===== config.mk =====
export PLATFORM = sky130hd
export DESIGN_NAME = cond_eval
export DESIGN_NICKNAME = d
export VERILOG_FILES = /design/src/rtl/cond_eval_pkg.sv /design/src/rtl/cond_src_decode.sv /design/src/rtl/cond_flag_test.sv /design/src/rtl/cond_reg_test.sv /design/src/rtl/cond_eval.sv
export SDC_FILE = /design/constraint.sdc
export NUM_CORES = 1
export LEC_CHECK = 0
export ABC_AREA = 1
export BUFFER_PORTS_ARGS = -buffer_cell sky130_fd_sc_hd__buf_2
export CORE_ASPECT_RATIO = 1.75
export CORE_MARGIN = 2
export CORE_UTILIZATION = 25
export DETAILED_ROUTE_END_ITERATION = 8
export HOLD_SLACK_MARGIN = 0.03
export SLEW_MARGIN = 25
export SYNTH_ARGS = -nofsm -noshare
export SYNTH_HDL_FRONTEND = slang
export SYNTH_SLANG_ARGS = --single-unit
export TNS_END_PERCENT = 10

===== constraint.sdc =====
create_clock -name clk -period 0.8 [get_ports clk]
set_input_delay 0.12 -clock clk [delete_from_list [all_inputs] [get_ports clk]]
set_output_delay 0.12 -clock clk [all_outputs]
set_load 0.02 [all_outputs]

===== src/rtl/cond_eval_pkg.sv =====
package cond_eval_pkg;

  typedef enum logic [1:0] {
    MODE_BRANCH = 2'd0,
    MODE_MOVE   = 2'd1,
    MODE_REGZ   = 2'd2,
    MODE_RSVD   = 2'd3
  } eval_mode_e;

  typedef struct packed {
    logic neg;
    logic zero;
    logic ovf;
    logic carry;
  } flags_t;

  typedef enum logic [1:0] {
    SRC_NONE = 2'd0,
    SRC_CC32 = 2'd1,
    SRC_CC64 = 2'd2
  } flag_src_e;

endpackage


===== src/rtl/cond_src_decode.sv =====
module cond_src_decode
  import cond_eval_pkg::*;
(
  input  eval_mode_e mode_i,
  input  logic [1:0] sel_i,
  input  logic       bank_hi_i,
  output flag_src_e  src_o,
  output logic       use_reg_o,
  output logic       illegal_o,
  output logic       fp_off_o
);

  logic [2:0] bank;

  always_comb begin
    bank      = {bank_hi_i, sel_i};
    src_o     = SRC_NONE;
    use_reg_o = 1'b0;
    illegal_o = 1'b0;
    fp_off_o  = 1'b0;
    unique case (mode_i)
      MODE_BRANCH: begin
        unique case (sel_i)
          2'd0:    src_o = SRC_CC32;
          2'd2:    src_o = SRC_CC64;
          default: illegal_o = 1'b1;
        endcase
      end
      MODE_MOVE: begin
        if (!bank[2]) begin
          fp_off_o = 1'b1;
        end else if (bank[0]) begin
          illegal_o = 1'b1;
        end else begin
          src_o = bank[1] ? SRC_CC64 : SRC_CC32;
        end
      end
      MODE_REGZ: use_reg_o = 1'b1;
      default:   illegal_o = 1'b1;
    endcase
  end

endmodule


===== src/rtl/cond_flag_test.sv =====
module cond_flag_test
  import cond_eval_pkg::*;
(
  input  logic [3:0] cond_i,
  input  flags_t     flags_i,
  output logic       hit_o
);

  logic base;
  logic signed_lt;

  always_comb begin
    signed_lt = flags_i.neg ^ flags_i.ovf;
    unique case (cond_i[2:0])
      3'd0: base = 1'b0;
      3'd1: base = flags_i.zero;
      3'd2: base = flags_i.zero | signed_lt;
      3'd3: base = signed_lt;
      3'd4: base = flags_i.carry | flags_i.zero;
      3'd5: base = flags_i.carry;
      3'd6: base = flags_i.neg;
      default: base = flags_i.ovf;
    endcase
    hit_o = base ^ cond_i[3];
  end

endmodule


===== src/rtl/cond_reg_test.sv =====
module cond_reg_test #(
  parameter int DATA_W = 64
) (
  input  logic [2:0]        rcond_i,
  input  logic [DATA_W-1:0] value_i,
  output logic              hit_o,
  output logic              bad_o
);

  localparam int SIGN_BIT = DATA_W - 1;

  logic is_zero;
  logic is_neg;
  logic base;

  always_comb begin
    is_zero = (value_i == '0);
    is_neg  = value_i[SIGN_BIT];
    bad_o   = (rcond_i[1:0] == 2'd0);
    unique case (rcond_i[1:0])
      2'd1:    base = is_zero;
      2'd2:    base = is_zero | is_neg;
      2'd3:    base = is_neg;
      default: base = 1'b0;
    endcase
    hit_o = bad_o ? 1'b0 : (base ^ rcond_i[2]);
  end

endmodule


===== src/rtl/cond_eval.sv =====
module cond_eval
  import cond_eval_pkg::*;
#(
  parameter int DATA_W   = 64,
  parameter int SYNC_LEN = 2
) (
  input  logic              clk,
  input  logic              rst_n,
  input  logic              req_i,
  input  logic [1:0]        mode_i,
  input  logic [3:0]        cond_i,
  input  logic [1:0]        sel_i,
  input  logic              bank_hi_i,
  input  logic [3:0]        cc32_i,
  input  logic [3:0]        cc64_i,
  input  logic [2:0]        rcond_i,
  input  logic [DATA_W-1:0] rval_i,
  output logic              done_o,
  output logic              taken_o,
  output logic              illegal_o,
  output logic              fp_off_o
);

  localparam int SYNC_MSB = SYNC_LEN - 1;

  // reset release synchroniser
  logic [SYNC_MSB:0] rst_pipe_q;
  logic              rst_ok;

  always_ff @(posedge clk or negedge rst_n) begin
    if (!rst_n) begin
      rst_pipe_q <= '0;
    end else begin
      rst_pipe_q <= {rst_pipe_q[SYNC_MSB-1:0], 1'b1};
    end
  end
  assign rst_ok = rst_pipe_q[SYNC_MSB];

  eval_mode_e mode;
  flag_src_e  src;
  flags_t     sel_flags;
  logic       use_reg, dec_illegal, dec_fp;
  logic       flag_hit, reg_hit, reg_bad;
  logic       done_d, taken_d, illegal_d, fp_d;
  logic       done_q, taken_q, illegal_q, fp_q;

  assign mode = eval_mode_e'(mode_i);

  cond_src_decode u_decode (
    .mode_i    (mode),
    .sel_i     (sel_i),
    .bank_hi_i (bank_hi_i),
    .src_o     (src),
    .use_reg_o (use_reg),
    .illegal_o (dec_illegal),
    .fp_off_o  (dec_fp)
  );

  always_comb begin
    unique case (src)
      SRC_CC32: sel_flags = flags_t'(cc32_i);
      SRC_CC64: sel_flags = flags_t'(cc64_i);
      default:  sel_flags = '0;
    endcase
  end

  cond_flag_test u_flag (
    .cond_i  (cond_i),
    .flags_i (sel_flags),
    .hit_o   (flag_hit)
  );

  cond_reg_test #(.DATA_W(DATA_W)) u_reg (
    .rcond_i (rcond_i),
    .value_i (rval_i),
    .hit_o   (reg_hit),
    .bad_o   (reg_bad)
  );

  // next state
  always_comb begin
    done_d    = req_i;
    illegal_d = illegal_q;
    fp_d      = fp_q;
    taken_d   = taken_q;
    if (req_i) begin
      illegal_d = dec_illegal | (use_reg & reg_bad);
      fp_d      = dec_fp;
      if (illegal_d || fp_d) begin
        taken_d = 1'b0;
      end else begin
        taken_d = use_reg ? reg_hit : flag_hit;
      end
    end
  end

  // registers
  always_ff @(posedge clk or negedge rst_ok) begin
    if (!rst_ok) begin
      done_q    <= 1'b0;
      taken_q   <= 1'b0;
      illegal_q <= 1'b0;
      fp_q      <= 1'b0;
    end else begin
      done_q <= done_d;
      if (req_i) begin
        taken_q   <= taken_d;
        illegal_q <= illegal_d;
        fp_q      <= fp_d;
      end
    end
  end

  assign done_o    = done_q;
  assign taken_o   = taken_q;
  assign illegal_o = illegal_q;
  assign fp_off_o  = fp_q;

  AST_DONE_AFTER_REQ: assert property (@(posedge clk) disable iff (!rst_ok)
    req_i |=> done_o);
  AST_NO_SPURIOUS_DONE: assert property (@(posedge clk) disable iff (!rst_ok)
    !req_i |=> !done_o);
  AST_HOLD_IDLE: assert property (@(posedge clk) disable iff (!rst_ok)
    !req_i |=> ($stable(taken_o) && $stable(illegal_o) && $stable(fp_off_o)));
  AST_ALWAYS_CODE: assert property (@(posedge clk) disable iff (!rst_ok)
    (req_i && mode_i == 2'd0 && sel_i == 2'd0 && cond_i == 4'h8) |=> taken_o);
  AST_ODD_SEL_BAD: assert property (@(posedge clk) disable iff (!rst_ok)
    (req_i && mode_i == 2'd0 && sel_i[0]) |=> illegal_o);
  AST_FP_BANK: assert property (@(posedge clk) disable iff (!rst_ok)
    (req_i && mode_i == 2'd1 && !bank_hi_i) |=> fp_off_o);
  AST_REG_ZERO_EQ: assert property (@(posedge clk) disable iff (!rst_ok)
    (req_i && mode_i == 2'd2 && rcond_i == 3'd1 && rval_i == '0) |=> taken_o);
  AST_REG_CODE_BAD: assert property (@(posedge clk) disable iff (!rst_ok)
    (req_i && mode_i == 2'd2 && rcond_i[1:0] == 2'd0) |=> illegal_o);
  AST_BAD_NOT_TAKEN: assert property (@(posedge clk) disable iff (!rst_ok)
    (illegal_o || fp_off_o) |-> !taken_o);
  AST_FLAGS_EXCLUSIVE: assert property (@(posedge clk) disable iff (!rst_ok)
    !(illegal_o && fp_off_o));

endmodule


==> results by group, run 1 <==
Finish
  – # nets final: 335
  – Design area: 1400 sq um
  – Final cell count without fillers: 272
  – Layout area overhead: 84.8%
  – Sequential cell area: 150 sq um
  – Fillers: 358
  – Multi-input gate area: 597 sq um
  – Fin util: 48.2%
  – Layout cells sized above 1: 51.6%
  – Total inserted antenna cells: 0

Pwr
  – Sequential share of power: 27.2%
  – Switching share of power: 27.0%
  – Gate power share: 38.1%
  – Static leakage: 0.801 nW
  – VDD IR max: 701 uV
  – Internal Power: 0.914 mW
  – Clock network power share: 34.8%
  – Power Dens Cells: 896 nW/um^2
  – Psw: 0.338 mW

Synthesis
  – Synth Cell Area: 756 sq um
  – Yosys warns: 0
  – Simple-gate share of the synthesized area: 64.2%
  – Mux cell area share after synthesis: 0%
  – Xor/xnor cell area share of the yosys netlist: 0%
  – Sequential area share after synthesis: 19.9%
  – Post-Synth Adder-Cell Area: 3.31%
  – Largest family of logic cells by synthesized area: simple AND/OR/NAND/NOR gates
  – Syn_nets: 232
  – Library cells used by synthesis: 18
  – Synthesized instance count: 143
  – Synth Area per Inst: 5.28 sq um
  – Seq cells post-synth: 6
  – Compound-Gate Fraction of Synth Area: 4.14%

Clock tree
  – Longest Clk Path Bufs: 2
  – H-tree levels: 1
  – Clock tree sinks: 6
  – Latest clock arrival within the worst-skew pair: 220 ps
  – Clock slew seen by the registers of the worst setup and hold paths: 30 ps
  – Clk root buf: clkbuf_8
  – Num CTS Buffers: 3
  – CTS tree: yes

Route
  – Vias/cell: 4.31
  – Vias: 1173
  – Final WL: 2.27 mm
  – Residual DRC count: 0
  – Iteration-0 DRC count of the detailed router: 3
  – 1st-pass router iterations: 2
  – Antenna-violating nets left: 0
  – DR WL/cell: 8.36 um

Worst setup path
  – CP max stage cell: ha_4
  – Largest stage delay, worst path: 160 ps
  – WP data required: 910 ps
  – Crit path max fanout: 4
  – Largest delay contributor family on the critical path: simple AND/OR/NAND/NOR gates
  – Bufs and invs on worst path: 3
  – Crit-path most repeated cell: nand2_1
  – Critical-path cell list: buf_2 -> nor2_4 -> nand2_2 -> nor2_2 -> inv_2 -> ha_4 -> nand2_1 -> nand2_2 -> nand2_1 -> nand2_1 -> o21bai_2 -> inv_2 -> nand2_1 -> nand2_1 -> nand3b_1 -> nand2_1 -> nand2_1 -> nand2_1
  – Critical path capture point type: flop
  – Critical path class: input pin to flop
  – Critical Path Start Type: input pin
  – Worst path arrival time: 1470 ps

Placement
  – Post-Place Cells: 268
  – RePlAce Congestion: 0.695
  – Placed cell area: 1310 sq um
  – Place WS: -904 ps
  – # port buffers: 90
  – HPWL Detailed: 2.12 mm

Die
  – Ports: 91
  – Core area: 2900 sq um
  – Die height: 76.7 um
  – Row count: 26
  – Initial Util: 26.1%
  – Die footprint: 3500 sq um
  – Die width: 45.6 um

Timing
  – Unrepaired setup endpoints after global routing: true
  – Worst clock skew: 0.366 ps
  – Share of the clock period used by the worst path: 170%
  – Hold slack: 53.7 ps
  – Final Hold Viols: 0
  – Tmin final: 1360 ps
  – Final WS setup: -561 ps
  – Final setup fails: 5
  – Max Clock Freq: 735 MHz
  – Fin. max-slew vios: 0

Global route
  – Initial antenna violation count: 0
  – Grt ovf: 0
  – Number of global-route vias before repair: 1190
  – Largest net degree at the start of global routing: 6
  – First-pass GRT wire length: 3.91 mm
  – Gr usage total: 14.3%

Status
  – Status: finished with violations
  – Violated checks: negative setup slack

Min path
  – Min-delay worst type: flop to async pin

Flow run
  – Max Cap Viol: 0
==> final cells by class <==
cell class / instances / share of cell area [%]
multi-input cells: 121 / 42.7
repair buffers: 98 / 36.7
flip-flops and latches: 6 / 10.8
inverters: 16 / 4.30
clock buffers: 3 / 2.96
well taps: 28 / 2.51
==> flip-flops by register name (all words and copies together), names as in the netlist <==
name	count
done_o	1
fp_off_o	1
illegal_o	1
rst_pipe_q	2
taken_o	1
==> repair_timing <==
action	4_1_cts	5_1_grt
cloned	0	0
buffers inserted	0	0
hold buffers	1	0
endpoints found under the setup margin	5	6
pin swaps	4	0
hold endpoints to repair	2	0
gates resized for setup	8	4
==> cells in the final DEF (no fill, tap or decap), types with 2 or more instances in the layout <==
master    Yosys  layout
buf_2         0      90
nand2_1      53      47
nor2_1       45      41
inv_1        14      13
nand2_2       2       8
buf_4         0       7
nand3_1       6       6
dfrtp_1       6       6
nor2_2        2       5
nor2_4        2       3
inv_2         2       3
clkbuf_8      0       3
nand3_2       2       2
==> routing by layer <==
layer / part of all wire, % / global-route usage [%] / vias up
met5: 0 / 0 / -
met4: 0.84 / 5.00 / 0
met3: 8.4 / 1.88 / 2
met2: 58 / 30.3 / 58
met1: 32 / 11.1 / 480
li1: - / - / 633
==> worst paths after layout <==
kind / from / end / slack, ps / cells after the start
max: sel_i[0] / taken_o$_DFFE_PN0P_ / -560 / 18
min: rst_pipe_q[1]$_DFF_PN0_ / fp_off_o$_DFFE_PN0P_ / 50 / 0
max reg2reg: illegal_o$_DFFE_PN0P_ / illegal_o$_DFFE_PN0P_ / 100 / 1
min reg2reg: rst_pipe_q[1]$_DFF_PN0_ / fp_off_o$_DFFE_PN0P_ / 50 / 0
max in group asynchronous: rst_n / rst_pipe_q[1]$_DFF_PN0_ / 480 / 2
min in group clk: req_i / done_o$_DFF_PN0_ / 50 / 1
==> per-stage QoR <==
stage,TNS [ps],total power [mW]
detailed placement,-1160,0.806
finish,-791,1.25
CTS,-848,1.27
global route,-1080,1.37
global placement,-1110,0.803
floorplan,-654,0.520
==> power by group through the flow <==
stage	Clock, mW	Sequential, mW	Combinational [mW]
after floorplan	0	0.365	0.155
after global placement	0	0.344	0.458
after detailed placement	0	0.345	0.461
after CTS	0.450	0.341	0.476
after global routing	0.482	0.343	0.544
final	0.435	0.340	0.476
==> cell usage after synthesis, drive strengths merged <==
library cell  count  share of area, %
dfrtp             6                20
nand3             8               6.6
o21bai            1               1.5
nand2            55                28
conb              1              0.50
a22o              1               1.2
nor3b             1               1.7
nor2             49                27
a31oi             1              0.83
ha                2               3.3
inv              16               7.9
nand3b            1              0.99
a21oi             1              0.66
==> kinds of logic (layout without fill, tap and decap cells) <==
family          after synthesis  in the layout
compound gates                4              4
fa+ha+maj                     2              2
buf+inv                      16            117
flops                         6              6
other cells                   1              1
simple gates                114            114
No activity file was read; power rests on OpenSTA's default activity.
==> run 2: changes to the inputs <==
--- a/config.mk
+++ b/config.mk
@@ -10,10 +10,11 @@
 export CORE_ASPECT_RATIO = 1.75
 export CORE_MARGIN = 2
 export CORE_UTILIZATION = 25
+export CTS_BUF_LIST = sky130_fd_sc_hd__clkbuf_4
 export DETAILED_ROUTE_END_ITERATION = 8
 export HOLD_SLACK_MARGIN = 0.03
 export SLEW_MARGIN = 25
 export SYNTH_ARGS = -nofsm -noshare
 export SYNTH_HDL_FRONTEND = slang
 export SYNTH_SLANG_ARGS = --single-unit
-export TNS_END_PERCENT = 10
+export TNS_END_PERCENT = 5
==> run 2 against run 1 <==
Routed wire length up 0.44%. Sequential power about the same. The flow still finishes with violations (negative setup slack). Largest cell class unchanged. First-iteration DRC count unchanged.
==> results by group, run 2 (same netlist as run 1, synthesis figures left out) <==
Clock tree
  – CTS tree: yes
  – Clk root buf: clkbuf_4
  – Setup bufs post-CTS: 0
  – Num CTS Buffers: 3
  – Longest Clk Path Bufs: 2
  – Clock tree sinks: 6
  – Latest clock arrival within the worst-skew pair: 240 ps
  – H-tree levels: 1
  – Clock slew seen by the registers of the worst setup and hold paths: 40 ps

Timing
  – Share of the clock period used by the worst path: 167%
  – Final Hold Viols: 0
  – Unrepaired setup endpoints after global routing: true
  – Max Clock Freq: 747 MHz
  – Fin Setup TNS: -870 ps
  – Final WS setup: -538 ps
  – Tmin final: 1340 ps
  – Final setup fails: 5
  – Fin. max-slew vios: 0
  – Hold slack: 52.5 ps
  – Worst clock skew: 2.05 ps

Die
  – Ports: 91
  – Row count: 26
  – Die height: 76.7 um
  – Die width: 45.6 um
  – Die footprint: 3500 sq um
  – Initial Util: 26.1%
  – Core area: 2900 sq um

Finish
  – Max FFs per register: 2
  – Layout area overhead: 83.3%
  – Sequential cell area: 150 sq um
  – Layout cells sized above 1: 51.0%
  – Design area: 1390 sq um
  – # nets final: 336
  – Largest Register: rst_pipe_q
  – Fillers: 360
  – Total inserted antenna cells: 0
  – Commonest non-fill, non-tap cells in the layout: buf_2 (90), nand2_1 (47), nor2_1 (42)
  – Commonest non-fill, non-tap cell in the layout: buf_2
  – Multi-input gate area: 594 sq um

Route
  – Vias/cell: 4.30
  – Antenna-violating nets left: 0
  – DR WL/cell: 8.36 um
  – Vias: 1175
  – Residual DRC count: 0
  – Final WL: 2.28 mm
  – Iteration-0 DRC count of the detailed router: 3
  – 1st-pass router iterations: 3

Pwr
  – Total power: 1.09 mW
  – Static leakage: 0.797 nW
  – Power Dens Cells: 784 nW/um^2
  – VDD IR max: 472 uV

Placement
  – # port buffers: 90
  – RePlAce Congestion: 0.695
  – Place WS: -904 ps
  – Placed cell area: 1310 sq um
  – HPWL Detailed: 2.12 mm

Global route
  – Initial antenna violation count: 0
  – Gr usage total: 14.3%
  – Largest net degree at the start of global routing: 6
  – First-pass GRT wire length: 3.90 mm
  – Number of global-route vias before repair: 1187
  – Grt ovf: 0

Worst setup path
  – WP data required: 930 ps
  – Worst path arrival time: 1470 ps
  – R2r setup slk: 90 ps
  – Crit path max fanout: 4
  – Critical path capture point type: flop
  – Critical path class: input pin to flop
  – Critical Path Start Type: input pin

Flow run
  – Max Cap Viol: 0

Status
  – Status: finished with violations
  – Violated checks: negative setup slack

Min path
  – Min-delay worst type: flop to async pin
==> run 2: power breakdown <==
part | internal, mW | leakage [nW] | switching (mW)
Clock | 0.169 | 0.0138 | 0.0981
Sequential | 0.327 | 0.0726 | 0.0126
Combinational | 0.267 | 0.711 | 0.212
==> run 2: layer usage <==
metal | global-route usage (%) | share of wire (%) | up-vias
li1 | - | - | 635
met1 | 11.1 | 32 | 480
met2 | 30.3 | 58 | 58
met3 | 1.88 | 8.4 | 2
met4 | 5.00 | 0.83 | 0
met5 | 0 | 0 | -
==> run 2: area by class of cell <==
class | count | share of cell area (%)
multi-input combinational | 121 | 42.9
inverter | 16 | 4.34
tap | 28 | 2.53
timing repair buffer | 99 | 37.8
clock buffer | 3 | 1.63
sequential | 6 | 10.8
==> run 2: path summary, 6_finish.rpt <==
path	from	depth (start not counted)	endpoint
max	sel_i[0]	18	taken_o$_DFFE_PN0P_
min	rst_pipe_q[1]$_DFF_PN0_	0	fp_off_o$_DFFE_PN0P_
max reg2reg	illegal_o$_DFFE_PN0P_	1	illegal_o$_DFFE_PN0P_
min reg2reg	rst_pipe_q[1]$_DFF_PN0_	0	fp_off_o$_DFFE_PN0P_
max in group asynchronous	rst_n	2	rst_pipe_q[1]$_DFF_PN0_
min in group clk	req_i	3	fp_off_o$_DFFE_PN0P_
==> run 2: worst max-delay path, cell delays in order <==
cell	delay (ps)
buf_2	110
nor2_4	110
nand2_2	70
nor2_2	120
inv_2	60
ha_4	160
nand2_1	70
nand2_2	60
nand2_1	60
nand2_1	50
o21bai_2	120
inv_2	50
nand2_1	60
nand2_1	40
nand3b_1	70
nand2_1	50
nand2_1	50
nand2_1	40
==> run 2: timing repair <==
item	4_1_cts	5_1_grt
endpoints found under the setup margin	5	5
hold buffers	1	1
resized for setup	8	3
hold endpoints to repair	2	1
pin swaps	4	0
==> run 2: through the flow <==
stage,utilization [%],std cells
after global placement,45.1,268
after global routing,47.8,273
after detailed placement,45.1,268
after CTS,47.1,272
after floorplan,-,143
final,47.8,273
==> run 3: changes to the inputs <==
--- a/config.mk
+++ b/config.mk
@@ -6,14 +6,14 @@
 export NUM_CORES = 1
 export LEC_CHECK = 0
 export ABC_AREA = 1
-export BUFFER_PORTS_ARGS = -buffer_cell sky130_fd_sc_hd__buf_2
 export CORE_ASPECT_RATIO = 1.75
 export CORE_MARGIN = 2
 export CORE_UTILIZATION = 25
 export CTS_BUF_LIST = sky130_fd_sc_hd__clkbuf_4
 export DETAILED_ROUTE_END_ITERATION = 8
+export DONT_BUFFER_PORTS = 1
 export HOLD_SLACK_MARGIN = 0.03
-export SLEW_MARGIN = 25
+export SLEW_MARGIN = 20
 export SYNTH_ARGS = -nofsm -noshare
 export SYNTH_HDL_FRONTEND = slang
 export SYNTH_SLANG_ARGS = --single-unit
==> run 3 against run 2 <==
The flow still finishes with violations (negative setup slack). Maximum frequency up 4.3%. Count of clock-buffer cells in the layout unchanged. Total power down 16%. Global-route usage down 3.9 points. Critical path depth down 1. Critical path type unchanged. Critical endpoint unchanged.
==> results by group, run 3 (same netlist as run 1, synthesis figures left out) <==
Worst setup path
  – Critical-path cell list: nor2_4 -> nand2_4 -> nor2_4 -> inv_2 -> ha_4 -> nand2_2 -> nand2_2 -> nand2_1 -> nand2_1 -> o21bai_2 -> inv_2 -> nand2_2 -> nand2_1 -> nand3b_1 -> nand2_1 -> nand2_1 -> nand2_1
  – Critical path capture point type: flop
  – Largest delay contributor family on the critical path: simple AND/OR/NAND/NOR gates
  – Worst r2r dst: illegal_o$_DFFE_PN0P_
  – R2R Path Start: illegal_o$_DFFE_PN0P_
  – Critical Path Start Type: input pin
  – WP data required: 930 ps
  – Worst Reg-to-Reg Cells: 1
  – Critical path class: input pin to flop
  – Crit path max fanout: 4
  – CP max stage cell: ha_4
  – R2r setup slk: 80 ps
  – Crit-path most repeated cell: nand2_1
  – Largest stage delay, worst path: 160 ps
  – Worst path arrival time: 1410 ps
  – Bufs and invs on worst path: 2

Finish
  – Max FFs per register: 2
  – Fin util: 34.1%
  – Layout area overhead: 30.8%
  – Layout cells sized above 1: 25.3%
  – Commonest non-fill, non-tap cells in the layout: nand2_1 (47), nor2_1 (42), inv_1 (11)
  – Total inserted antenna cells: 0
  – # nets final: 249
  – Largest Register: rst_pipe_q
  – Fillers: 338
  – Commonest non-fill, non-tap cell in the layout: nand2_1

Route
  – Final WL: 1.85 mm
  – 1st-pass router iterations: 2
  – Vias: 878
  – Residual DRC count: 0
  – Vias/cell: 4.72
  – DR WL/cell: 9.94 um
  – Antenna-violating nets left: 0
  – Iteration-0 DRC count of the detailed router: 6

Pwr
  – VDD IR max: 385 uV
  – Switching share of power: 29.5%
  – Total power: 0.909 mW
  – Gate power share: 31.6%
  – Clock network power share: 30.2%
  – Internal Power: 0.640 mW
  – Static leakage: 0.465 nW
  – Sequential share of power: 38.2%
  – Power Dens Cells: 919 nW/um^2
  – Psw: 0.268 mW

Timing
  – Final WS setup: -483 ps
  – Fin. max-slew vios: 0
  – Worst clock skew: 1.68 ps
  – Share of the clock period used by the worst path: 160%
  – Unrepaired setup endpoints after global routing: true
  – Tmin final: 1280 ps
  – Final Hold Viols: 0
  – Final setup fails: 4
  – Max Clock Freq: 780 MHz

Global route
  – Largest net degree at the start of global routing: 6
  – Initial antenna violation count: 0
  – Gr usage total: 10.4%
  – First-pass GRT wire length: 2.84 mm
  – Number of global-route vias before repair: 839
  – Grt ovf: 0

Die
  – Row count: 26
  – Die footprint: 3500 sq um
  – Die height: 76.7 um
  – Die width: 45.6 um
  – Initial Util: 26.1%
  – Ports: 91
  – Core area: 2900 sq um

Min path
  – Hold Path Origin: req_i
  – WHS Endpoint: taken_o$_DFFE_PN0P_
  – Hold Path Stages: 3
  – Min-delay worst type: input pin to flop

Status
  – Status: finished with violations
  – Violated checks: negative setup slack

Clock tree
  – Num CTS Buffers: 3
  – Latest clock arrival within the worst-skew pair: 240 ps
  – H-tree levels: 1
  – Clock tree sinks: 6
  – CTS tree: yes
  – Clk root buf: clkbuf_4
  – Longest Clk Path Bufs: 2
  – Clock slew seen by the registers of the worst setup and hold paths: 40 ps

Flow run
  – Max Cap Viol: 0

Placement
  – HPWL Detailed: 1.65 mm
  – RePlAce Congestion: 0.702
  – # port buffers: 0
  – Place WS: -785 ps
[run 3: cell count changes in the layout (fill, tap and decap cells not counted), sizes merged]
cell	before	now
buf	97	10
[run 3: cell type report]
type	instances	area [sq um]	area share (%)
multi-input combinational	121	613	62.0
tap	28	35.0	3.54
sequential	6	151	15.3
timing repair buffer	12	106	10.8
clock buffer	3	22.5	2.28
inverter	16	60.1	6.08
[run 3: what timing repair did]
item                       in CTS  in global routing
setup buffers                   0                  2
hold buffers                    2                  0
pin swaps                       3                 11
hold endpoints to repair        4                  0
setup endpoints to repair       5                  5
resized for setup               8                 12
[run 3: worst max-delay path by stage]
stage	start	endpoint	cells past startpoint
after floorplan	sel_i[0]	taken_o$_DFFE_PN0P_	15
after global routing	mode_i[1]	taken_o$_DFFE_PN0P_	17
after detailed placement	sel_i[0]	taken_o$_DFFE_PN0P_	15
after CTS	sel_i[0]	taken_o$_DFFE_PN0P_	17
final	mode_i[1]	taken_o$_DFFE_PN0P_	17
after global placement	bank_hi_i	taken_o$_DFFE_PN0P_	18
[run 3: routing by layer]
layer / global-route usage, % / routed length (um) / vias to the layer above
li1: - / - / 459
met1: 8.28 / 599 / 359
met4: 3.53 / 17 / 0
met5: 0 / 0 / -
met2: 21.8 / 1050 / 58
met3: 1.41 / 186 / 2
[run 3: worst min-delay path: stages]
cell and delay [ps]:
inv_1 30, nand2_1 50, nand2_1 50
[run 3: power groups by stage]
stage	combinational [mW]	clock (mW)	sequential, mW
2_1_floorplan	0.155	0	0.365
3_3_place_gp	0.241	0	0.348
3_5_place_dp	0.243	0	0.348
4_1_cts	0.267	0.283	0.347
5_1_grt	0.324	0.311	0.349
6_report	0.287	0.275	0.347
[run 3: stage by stage]
stage               std cells  hold slack (ps)  area, sq um  setup TNS (ps)
floorplan                 143             -176          768            -654
global placement          179             -176          863            -747
finish                    186             44.1          988            -730
global route              186             71.0          988            -986
CTS                       184             40.9          927            -732
detailed placement        179             -176          863            -791
